## src/rtl/ipsc_pkg.sv

```systemverilog
// Package: shared widths and the event-source encoding for the
// interrupt priority status controller.
// Assumes: priority width of 6 bits unless overridden at the top.
package ipsc_pkg;
    localparam int IPSC_PRIO_W = 6;

    typedef enum logic [1:0] {
        SRC_NONE = 2'd0,
        SRC_TRAP = 2'd1,
        SRC_EXC  = 2'd2,
        SRC_HW   = 2'd3
    } ipsc_src_e;
endpackage

```

## src/rtl/ipsc_arbiter.sv

```systemverilog
// Module: ipsc_arbiter
// Decides in the same cycle which pending event, if any, is accepted.
// The order is trap, then internal exception, then hardware interrupt.
// Assumes: ie and prio are the registered state of the current cycle.
module ipsc_arbiter
    import ipsc_pkg::*;
#(
    parameter int                PRIO_W  = IPSC_PRIO_W,
    parameter logic [PRIO_W-1:0] EXC_NUM = PRIO_W'(9)
) (
    input  logic              hw_req,
    input  logic [PRIO_W-1:0] hw_num,
    input  logic              trap_req,
    input  logic [PRIO_W-1:0] trap_imm,
    input  logic              exc_req,
    input  logic              ie,
    input  logic [PRIO_W-1:0] prio,
    output logic              take,
    output logic [PRIO_W-1:0] take_num
);
    ipsc_src_e src;
    logic      hw_ok;

    // Qualify the hardware request against the enable and the priority.
    always_comb hw_ok = hw_req && ie && (hw_num < prio);

    // Pick the winning source in the fixed order.
    always_comb begin
        if (trap_req)            src = SRC_TRAP;
        else if (exc_req && ie)  src = SRC_EXC;
        else if (hw_ok)          src = SRC_HW;
        else                     src = SRC_NONE;
    end

    // Drive the strobe and the accepted number from the winner.
    always_comb begin
        take = (src != SRC_NONE);
        unique case (src)
            SRC_TRAP: take_num = trap_imm;
            SRC_EXC:  take_num = EXC_NUM;
            SRC_HW:   take_num = hw_num;
            default:  take_num = '0;
        endcase
    end

    // a trap is never refused.
    always_comb a_r3_trap_taken: assert (!trap_req || take);
    // a hardware win implies enable set and strictly lower number.
    always_comb a_r2_hw_gate: assert (src != SRC_HW || (ie && hw_num < prio));
    // an exception is never taken with the enable clear.
    always_comb a_r6_exc_gate: assert (src != SRC_EXC || ie);
endmodule

```

## src/rtl/ipsc_status_reg.sv

```systemverilog
// Module: ipsc_status_reg
// Holds the enable bit and the priority field. It applies a full write
// first, then the set/clear strobes, then an accepted event, so that
// each later source overrides the earlier ones.
// Assumes: synchronous active-low reset; take_num is valid with take.
module ipsc_status_reg #(
    parameter int PRIO_W = 6
) (
    input  logic              clk,
    input  logic              rst_n,
    input  logic              st_wr,
    input  logic [PRIO_W:0]   st_wdata,
    input  logic              en_set,
    input  logic              en_clr,
    input  logic              take,
    input  logic [PRIO_W-1:0] take_num,
    output logic              ie,
    output logic [PRIO_W-1:0] prio
);
    localparam logic [PRIO_W-1:0] PRIO_LOWEST = '1;

    logic              ie_d;
    logic [PRIO_W-1:0] prio_d;

    // Next-state selection in rising order of precedence.
    always_comb begin
        ie_d   = ie;
        prio_d = prio;
        if (st_wr) begin
            ie_d   = st_wdata[PRIO_W];
            prio_d = st_wdata[PRIO_W-1:0];
        end
        if (en_set) ie_d = 1'b1;
        if (en_clr) ie_d = 1'b0;
        if (take) begin
            ie_d   = 1'b0;
            prio_d = take_num;
        end
    end

    // State register with reset to disabled and lowest priority.
    always_ff @(posedge clk) begin
        if (!rst_n) begin
            ie   <= 1'b0;
            prio <= PRIO_LOWEST;
        end else begin
            ie   <= ie_d;
            prio <= prio_d;
        end
    end

    // reset leaves the block disabled at the lowest priority.
    a_r1_reset_state: assert property (@(posedge clk)
        !rst_n |=> (!ie && prio == PRIO_LOWEST));
    // an accepted event loads its number and drops the enable.
    a_r5_take_update: assert property (@(posedge clk) disable iff (!rst_n)
        take |=> (!ie && prio == $past(take_num)));
    // clear strobe without event leaves enable low, priority kept.
    a_r7_clear_only: assert property (@(posedge clk) disable iff (!rst_n)
        (en_clr && !take && !st_wr) |=> (!ie && $stable(prio)));
    // no event and no writes keeps both fields.
    a_r9_hold: assert property (@(posedge clk) disable iff (!rst_n)
        (!take && !st_wr && !en_set && !en_clr) |=> ($stable(ie) && $stable(prio)));
endmodule

```

## src/rtl/irq_prio_status.sv

```systemverilog
// Module: irq_prio_status
// Top of the interrupt priority status controller. It joins the
// same-cycle acceptance logic to the enable/priority state register.
// Assumes: one clock domain, synchronous active-low reset.
module irq_prio_status
    import ipsc_pkg::*;
#(
    parameter int                PRIO_W  = IPSC_PRIO_W,
    parameter logic [PRIO_W-1:0] EXC_NUM = PRIO_W'(9)
) (
    input  logic              clk,
    input  logic              rst_n,
    input  logic              hw_req,
    input  logic [PRIO_W-1:0] hw_num,
    input  logic              trap_req,
    input  logic [PRIO_W-1:0] trap_imm,
    input  logic              exc_req,
    input  logic              st_wr,
    input  logic [PRIO_W:0]   st_wdata,
    input  logic              en_set,
    input  logic              en_clr,
    output logic              ie,
    output logic [PRIO_W-1:0] prio,
    output logic              take,
    output logic [PRIO_W-1:0] take_num
);
    ipsc_arbiter #(
        .PRIO_W  (PRIO_W),
        .EXC_NUM (EXC_NUM)
    ) u_arb (
        .hw_req   (hw_req),
        .hw_num   (hw_num),
        .trap_req (trap_req),
        .trap_imm (trap_imm),
        .exc_req  (exc_req),
        .ie       (ie),
        .prio     (prio),
        .take     (take),
        .take_num (take_num)
    );

    ipsc_status_reg #(
        .PRIO_W (PRIO_W)
    ) u_st (
        .clk      (clk),
        .rst_n    (rst_n),
        .st_wr    (st_wr),
        .st_wdata (st_wdata),
        .en_set   (en_set),
        .en_clr   (en_clr),
        .take     (take),
        .take_num (take_num),
        .ie       (ie),
        .prio     (prio)
    );

    // a full write with no event and no strobes lands as written.
    a_r8_full_write: assert property (@(posedge clk) disable iff (!rst_n)
        (st_wr && !take && !en_set && !en_clr) |=> ({ie, prio} == $past(st_wdata)));
endmodule

```

## config.mk

```make
export PLATFORM = sky130hd
export DESIGN_NAME = irq_prio_status
export DESIGN_NICKNAME = d
export VERILOG_FILES = /design/src/rtl/ipsc_pkg.sv /design/src/rtl/ipsc_arbiter.sv /design/src/rtl/ipsc_status_reg.sv /design/src/rtl/irq_prio_status.sv
export SDC_FILE = /design/constraint.sdc
export NUM_CORES = 1
export LEC_CHECK = 0
export ABC_AREA = 0
export BUFFER_PORTS_ARGS = -buffer_cell sky130_fd_sc_hd__buf_2
export CAP_MARGIN = 25
export CORE_MARGIN = 1
export CORE_UTILIZATION = 43
export DETAILED_ROUTE_END_ITERATION = 6
export GPL_ROUTABILITY_DRIVEN = 0
export PLACE_DENSITY_LB_ADDON = 0.12
export SLEW_MARGIN = 20
export SYNTH_ARGS = -nofsm -noshare
export SYNTH_HDL_FRONTEND = slang
export SYNTH_SLANG_ARGS = --single-unit
```

## constraint.sdc

```tcl
create_clock -name clk -period 3.6 [get_ports clk]
set_clock_uncertainty 0.1 [all_clocks]
set_input_delay 0.72 -clock clk [delete_from_list [all_inputs] [get_ports clk]]
set_output_delay 0.72 -clock clk [all_outputs]
set_load 0.01 [all_outputs]
```

==> results.cfg <==
[outcome]
status = finished clean

[timing]
hold_viol_final = 0
final.period_utilization_pct = 80.31
fin_crit_ns = 2.891
setup_tns_ns = 0
maxSlewViolCount = 0
worst_pin_slew_ns = 0.3349
fmax_ghz = 0.3459
hold_slack_ns = 0.4622
rsz0062_at_grt = false
slew_headroom_pct = 77.67
setup_viol = 0

[floorplan]
design.portCount = 41
rows = 13
dieArea_um2 = 1544
die_h_um = 39.30
core_area_um2 = 1301
die_w_um = 39.30
initial_core_util_pct = 45.96

[critical_path]
crit_required_ns = 2.78
critPathKind = primary input to output pin
arrival_ns = 2.07
cp-start-kind = primary input
cp_max_fo = 11
end_kind = output pin

[power]
power.leakage_nw = 0.4547
p_total_mw = 0.2445
power_density_nw_per_um2 = 296.5
ir_drop_mv = 0.1547

[synthesis]
yosys_warnings = 0
synth_nets = 103
synth_top_cell_by_area = dfxtp_1
synth_common_cells = inv_1, a32oi_1, dfxtp_1
synth_async_sr_flop_share_pct = 0
synth_edf_count = 0
synth_area_um2 = 598.1
synthFlopType = dfxtp_1
syn_inst = 71
synth_top_cells_by_area = dfxtp_1, a32oi_1, ha_1
ys_ff_latch = 7
ys_types = 25
synth_top_area_share_pct = 23.43
yosysMostFrequentCell = inv_1
syn_avg_cell_area_um2 = 8.424
ys_seq_area_share_pct = 23.43

[final_layout]
syn2layout_area_growth_pct = 37.87
final_cells = 127
antenna_cells = 0
layout.nets = 145
drive_gt1_share_pct = 43.75
fillCellCount = 124

[grt]
grt_pass1_wl_um = 2428
grt_antenna_before_repair = 0
grt_pass1_vias = 572
grt_usage_pct = 23.55
grt.overflow.total = 0
grt_max_degree = 13

[clocking]
cts-resized-gates = 0
clk_path_buf_depth = 2
path_clk_slew_ns = 0.05
cts_hold_buf = 0
cts_buffers = 3
clk_latency_ns = 0.25
cts_root_buf = clkbuf_4
post_cts_buffers = 0
cts_tree = done
clkSinkCount = 7
htree_levels = 1

[drt]
drt_iter0_drc = 11
first_pass_iters = 4
detail-route-antenna-nets = 0
wl_um = 1648
viasPerCell = 5.535
vias = 703
drcViolationCount = 0
wl_per_cell_um = 12.98

[flow_run]
cap_violations = 0

[placement]
post-place-cells = 123
io_buffers = 40
dp_hpwl_um = 1333

[hold_path]
hold_class = flip-flop to flip-flop
[placed cells by master (no fill, tap or decap), types with 2 or more instances in the layout]
| master | Yosys | layout |
|---|---|---|
| dfxtp_1 | 7 | 7 |
| mux2i_1 | 2 | 2 |
| o22ai_1 | 2 | 2 |
| o211ai_1 | 2 | 2 |
| ha_1 | 5 | 5 |
| or3_1 | 2 | 2 |
| clkbuf_4 | 0 | 3 |
| nand2_1 | 3 | 3 |
| a32oi_1 | 8 | 8 |
| inv_1 | 10 | 10 |
| buf_2 | 0 | 40 |
| nor2b_1 | 5 | 5 |
| a21oi_1 | 2 | 2 |
| nor2_1 | 6 | 6 |
| o31a_1 | 4 | 4 |
[registers in the layout, indices dropped and copies added (netlist names)]
signal     flops
u_st.prio      6
u_st.ie        1
[per-stage QoR]
stage               cell area, um^2  worst slack (ns)  util (%)
global route                  824.5            0.6280     63.37
detailed placement            798.3            0.7137     61.35
global placement              798.3            0.7771     61.35
finish                        824.5            0.7088     63.37
floorplan                     598.1            0.9563         -
CTS                           824.5            0.7143     63.37
[layer usage]
layer  GRT usage (%)  up-vias  part of all wire [%]
met5               0        -                     0
met3           3.409        2                   5.0
met2           42.50       24                    50
li1                -      349                     -
met4           10.34        0                  0.73
met1           26.96      328                    45
[where the power goes]
part,leakage (nW),internal [mW],switching [mW]
clock,0.0150,0.0424,0.0312
combinational,0.381,0.0383,0.0439
sequential,0.0583,0.0839,0.00472
[layout make-up]
type                       instances  area, um^2  share of cell area, %
sequential                         7       140.1                  17.00
timing repair buffer              40       200.2                  24.28
clock buffer                       4       26.28                  3.187
tap                               15       18.77                  2.276
inverter                          11       41.29                  5.008
multi-input combinational         50       397.9                  48.25
[path summary, 6_finish.rpt]
path                        startpoint                   endpoint  slack (ns)  cells past startpoint
max                          hw_num[5]                take_num[2]        0.71                      7
max reg2reg  u_st.prio[5]$_SDFFE_PN1P_  u_st.prio[5]$_SDFFE_PN1P_        1.78                      6
min reg2reg  u_st.prio[1]$_SDFFE_PN1P_  u_st.prio[1]$_SDFFE_PN1P_        0.46                      2
min          u_st.prio[1]$_SDFFE_PN1P_  u_st.prio[1]$_SDFFE_PN1P_        0.46                      2
[cells by family after synthesis]
logic type | count (synthesis) | share of synthesized area (%)
and+or+nand+nor | 21 | 21.34
AOI/OAI and AO/OA | 22 | 31.38
adders and majority gates | 5 | 10.46
DFF | 7 | 23.43
muxes | 2 | 3.347
buffers and inverters | 14 | 10.04
[critical path, cell delays in order]
cell,delay (ns)
buf_2,0.11
ha_1,0.34
a211oi_2,0.26
o211a_4,0.28
a32oi_1,0.14
inv_1,0.09
buf_2,0.13
Power figures use the tool's default switching activity.
